<file path="config.mk">
export PLATFORM = sky130hd
export DESIGN_NAME = serial_chan_ctrl
export DESIGN_NICKNAME = d
export VERILOG_FILES = /design/src/rtl/serial_chan_pkg.sv /design/src/rtl/level_sync.sv /design/src/rtl/edge_detect.sv /design/src/rtl/frame_shifter.sv /design/src/rtl/enable_latch.sv /design/src/rtl/serial_chan_ctrl.sv
export SDC_FILE = /design/constraint.sdc
export NUM_CORES = 1
export LEC_CHECK = 0
export BUFFER_PORTS_ARGS = -buffer_cell sky130_fd_sc_hd__buf_2
export CORE_UTILIZATION = 60
export CTS_BUF_LIST = sky130_fd_sc_hd__clkbuf_4
export CTS_CLUSTER_DIAMETER = 120
export CTS_CLUSTER_SIZE = 25
export DETAILED_ROUTE_END_ITERATION = 10
export GPL_TIMING_DRIVEN = 0
export PLACE_DENSITY = 0.92
export SLEW_MARGIN = 0
export SYNTH_ARGS = -nofsm -noshare
export SYNTH_HDL_FRONTEND = slang
export SYNTH_SLANG_ARGS = --single-unit
</file>
<file path="constraint.sdc">
create_clock -name clk -period 4.6 [get_ports clk]
set_input_delay 0.69 -clock clk [delete_from_list [all_inputs] [get_ports clk]]
set_output_delay 0.69 -clock clk [all_outputs]
set_load 0.1 [all_outputs]
</file>
<file path="src/rtl/serial_chan_pkg.sv">
package serial_chan_pkg;
  localparam int unsigned CHANNELS = 4;
  localparam int unsigned SYNC_STAGES = 2;

  // Shift the register one place toward the output end, new bit at the bottom.
  function automatic logic [CHANNELS-1:0] shift_in(input logic [CHANNELS-1:0] cur,
                                                   input logic bit_in);
    return {cur[CHANNELS-2:0], bit_in};
  endfunction

  // Bit presented on the serial output: the top of the register.
  function automatic logic head_bit(input logic [CHANNELS-1:0] cur);
    return cur[CHANNELS-1];
  endfunction
endpackage

</file>
<file path="src/rtl/level_sync.sv">
module level_sync #(
  parameter int unsigned W = 1,
  parameter int unsigned STAGES = 2,
  parameter logic [W-1:0] IDLE = '0
) (
  input  logic         clk,
  input  logic         rst_n,
  input  logic [W-1:0] async_in,
  output logic [W-1:0] sync_out
);
  for (genvar b = 0; b < W; b++) begin : g_bit
    logic [STAGES-1:0] pipe;
    always_ff @(posedge clk or negedge rst_n) begin
      if (!rst_n) pipe <= {STAGES{IDLE[b]}};
      else        pipe <= {pipe[STAGES-2:0], async_in[b]};
    end
    assign sync_out[b] = pipe[STAGES-1];
  end
endmodule

</file>
<file path="src/rtl/edge_detect.sv">
module edge_detect #(
  parameter int unsigned W = 1,
  parameter logic [W-1:0] IDLE = '0
) (
  input  logic         clk,
  input  logic         rst_n,
  input  logic [W-1:0] level,
  output logic [W-1:0] rise,
  output logic [W-1:0] fall
);
  logic [W-1:0] prev;
  always_ff @(posedge clk or negedge rst_n) begin
    if (!rst_n) prev <= IDLE;
    else        prev <= level;
  end
  assign rise = level & ~prev;
  assign fall = ~level & prev;
endmodule

</file>
<file path="src/rtl/frame_shifter.sv">
module frame_shifter
  import serial_chan_pkg::*;
(
  input  logic                clk,
  input  logic                rst_n,
  input  logic                frame_active,
  input  logic                load_faults,
  input  logic                shift_now,
  input  logic                drive_now,
  input  logic                frame_close,
  input  logic                din,
  input  logic [CHANNELS-1:0] faults,
  output logic [CHANNELS-1:0] shreg,
  output logic                dout,
  output logic                dout_en
);
  logic do_shift;
  logic do_drive;

  // The snapshot at frame start outranks any serial edge in the same cycle.
  assign do_shift = shift_now & frame_active & ~load_faults;
  assign do_drive = drive_now & frame_active & ~load_faults;

  always_ff @(posedge clk or negedge rst_n) begin
    if (!rst_n)           shreg <= '0;
    else if (load_faults) shreg <= faults;
    else if (do_shift)    shreg <= shift_in(shreg, din);
  end

  always_ff @(posedge clk or negedge rst_n) begin
    if (!rst_n)           dout <= 1'b0;
    else if (load_faults) dout <= head_bit(faults);
    else if (do_drive)    dout <= head_bit(shreg);
  end

  always_ff @(posedge clk or negedge rst_n) begin
    if (!rst_n)           dout_en <= 1'b0;
    else if (load_faults) dout_en <= 1'b1;
    else if (frame_close) dout_en <= 1'b0;
  end
endmodule

</file>
<file path="src/rtl/enable_latch.sv">
module enable_latch
  import serial_chan_pkg::*;
(
  input  logic                clk,
  input  logic                rst_n,
  input  logic                frame_close,
  input  logic [CHANNELS-1:0] shreg,
  output logic [CHANNELS-1:0] en
);
  always_ff @(posedge clk or negedge rst_n) begin
    if (!rst_n)           en <= '0;
    else if (frame_close) en <= shreg;
  end
endmodule

</file>
<file path="src/rtl/serial_chan_ctrl.sv">
module serial_chan_ctrl
  import serial_chan_pkg::*;
(
  input  logic                clk,
  input  logic                rst_n,
  input  logic                ser_clk,
  input  logic                ser_sel_n,
  input  logic                ser_din,
  input  logic [CHANNELS-1:0] chan_fault,
  output logic                ser_dout,
  output logic                ser_dout_en,
  output logic [CHANNELS-1:0] chan_en
);
  localparam int unsigned SW = CHANNELS + 3;
  localparam logic [SW-1:0] SYNC_IDLE = {1'b0, 1'b1, {(SW-2){1'b0}}};

  logic [SW-1:0]       raw_in;
  logic [SW-1:0]       sync_lv;
  logic                sclk_s;
  logic                sel_n_s;
  logic                din_s;
  logic [CHANNELS-1:0] fault_s;
  logic [1:0]          ctl_rise;
  logic [1:0]          ctl_fall;

  // Named events for the checker.
  logic                ev_sclk_rise;
  logic                ev_sclk_fall;
  logic                ev_sel_rise;
  logic                ev_sel_fall;
  logic                frame_active;
  logic [CHANNELS-1:0] shreg;

  assign raw_in = {ser_clk, ser_sel_n, ser_din, chan_fault};

  level_sync #(.W(SW), .STAGES(SYNC_STAGES), .IDLE(SYNC_IDLE)) u_sync (
    .clk(clk), .rst_n(rst_n), .async_in(raw_in), .sync_out(sync_lv)
  );

  assign {sclk_s, sel_n_s, din_s, fault_s} = sync_lv;

  edge_detect #(.W(2), .IDLE(2'b01)) u_edges (
    .clk(clk), .rst_n(rst_n), .level({sclk_s, sel_n_s}),
    .rise(ctl_rise), .fall(ctl_fall)
  );

  assign ev_sclk_rise = ctl_rise[1];
  assign ev_sclk_fall = ctl_fall[1];
  assign ev_sel_rise  = ctl_rise[0];
  assign ev_sel_fall  = ctl_fall[0];
  assign frame_active = ~sel_n_s;

  frame_shifter u_shift (
    .clk(clk), .rst_n(rst_n), .frame_active(frame_active),
    .load_faults(ev_sel_fall), .shift_now(ev_sclk_rise), .drive_now(ev_sclk_fall),
    .frame_close(ev_sel_rise), .din(din_s), .faults(fault_s),
    .shreg(shreg), .dout(ser_dout), .dout_en(ser_dout_en)
  );

  enable_latch u_latch (
    .clk(clk), .rst_n(rst_n), .frame_close(ev_sel_rise), .shreg(shreg), .en(chan_en)
  );
endmodule

</file>
==> reports/results.ini <==
[outcome]
status=completed

[finish]
nFillCells=91
nNetsFinal=81
drive_gt1_frac=0.485
num_antenna_cells=0
fin_area_um2=1000
syn_to_final_growth_pct=12.9
utilization=0.753
multi_input_area_um2=228
seq_area_um2=654
fin_cells=83

[job]
cap_viol_max_count=0

[timing]
hold-worst-slack_ns=0.344
fmax_mhz=554
finalMaxSlewViolations=0
period_share=0.393
setup_viol=0
max_slew_margin=0.642
hold_viol=0
rsz0062_at_grt=no
fin_tns_setup_ns=0
worst_slack_ns=2.79
min_period_ns=1.81
clock_skew_ns=0.00164
worstMarginPinSlew_ns=0.537

[setup_path]
worst_ep_required_time_ns=3.91
crit_type=flop to primary output
cpPeakStageDelay_ns=0.43
cp_slowest_cell=buf_2
path_cells=buf_2
critPathTopFamily=buffers and inverters
worstSetupStartpointType=flop
crit_buf_inv=1
worstPathMaxFanout=2
cp_data_arrival_time_ns=1.12
critPathCaptureType=primary output

[power_and_ir_drop]
ir_drop_mv=0.344
p_leak_nw=0.471
cellPowerDensity_nw_per_um2=568
total_power_mw=0.571

[placed_design]
gp_congestion=0.683
placed_cells=79
dp_slack_ns=2.96
placed_area_um2=978
port_buffers=14

[worst_hold_path]
hold_path.class=input pin to asynchronous set/reset pin

[route]
wl_per_cell_um=13.8
via_per_inst=5.22
drtIter0Drc=2
dr.pass1.iters=2
antenna_left=0
via_count=433
routed_wl_mm=1.14
post-route-drc-count=0

[global_route]
track_usage=0.184
antenna_found_initial=0
grt_pass1_wl_mm=1.77
grt_start_max_net_pins=27
first_global_vias=426
overflow=0

[clocking]
cts_resized=0
tritoncts=done
cts_buffers=3
clk-insertion-delay-late_ns=0.31
cts_sinks=26
postCtsHoldBufs=0
clk_path_buf_depth=2
cts.clk_slew.worst_paths_ns=0.13
cts-root-buf=clkbuf_4
htreeDepth=1
cts_post_setup_buffers_inserted=0

[floorplanning]
num_rows=13
fp.dieW_um=40.5
pin_count=15
die_h_um=40.5
die_area_um2=1640
coreArea_um2=1330
initial_utilization=0.667

[logic_synthesis]
synth_warnings=0
netlist_area_um2=890
synth_seq_cells=26
avgSynthCellArea_um2=17.8
synth_nets=62
synth_seq_area_share=0.736
netlist_instances=50
synth_cell_types=12

synth_stat cells:
library cell  number  area share
dfrtp_1           23        0.65
mux2_2            12        0.15
dfstp_2            3       0.089
ha_1               3       0.042
inv_1              2      0.0084
a21oi_2            1      0.0098
mux2_1             1       0.013
mux2i_1            1       0.011
nor2_1             1      0.0042
nor3b_1            1      0.0084
o21ai_0            1      0.0056
o31a_1             1      0.0098
metal layers:
layer  part of all wire  track usage  vias to the layer above
met2               0.50        0.274                       11
met4              0.011        0.150                        0
li1                   -            -                      204
met1               0.46        0.221                      216
met5                  0            0                        -
met3              0.034       0.0500                        2
final timing paths:
kind	startpoint	to	slack, ns	cells past startpoint
min in group clk	u_sync.g_bit[5].pipe[0]	u_sync.g_bit[5].pipe[1]	0.37	0
min	rst_n	u_shift.shreg[1]	0.34	1
max	u_shift.dout	ser_dout	2.79	1
max reg2reg	u_sync.g_bit[5].pipe[1]	u_shift.shreg[0]	2.95	4
max in group asynchronous	rst_n	u_edges.prev[0]	3.89	1
min reg2reg	u_sync.g_bit[5].pipe[0]	u_sync.g_bit[5].pipe[1]	0.37	0
logic make-up after synthesis:
group	share of synthesized area
muxes	0.176
and+or+nand+nor	0.0127
AOI/OAI and AO/OA	0.0253
adders and majority gates	0.0422
buffers and inverters	0.00844
DFF	0.736
final cells by class:
cell class,count,area share
timing repair buffer,14,0.0697
tap,15,0.0187
clock buffer,3,0.0224
clock inverter,1,0.00374
sequential,26,0.651
inverter,2,0.00747
multi-input combinational,22,0.227
power by group:
part | total [mW] | internal [mW] | switching (mW)
combinational | 0.196 | 0.0431 | 0.153
sequential | 0.282 | 0.264 | 0.0183
clock | 0.0924 | 0.0317 | 0.0607
total | 0.571 | 0.339 | 0.232
flip-flops by register name, summed over array words and instances (netlist names):
name / count
u_sync.g_bit.pipe: 14
u_shift.dout_en: 1
u_shift.dout: 1
u_edges.prev: 2
u_latch.en: 4
u_shift.shreg: 4
placed cells by master, fill, tap and decap left out, drive strengths merged:
cell    count
inv         2
dfrtp      23
clkinv      1
nor2        1
nor3b       1
mux2i       1
dfstp       3
o21ai       1
mux2       13
o31a        1
a21oi       1
buf        14
ha          3
clkbuf      3
No activity file was read; power rests on OpenSTA's default activity.
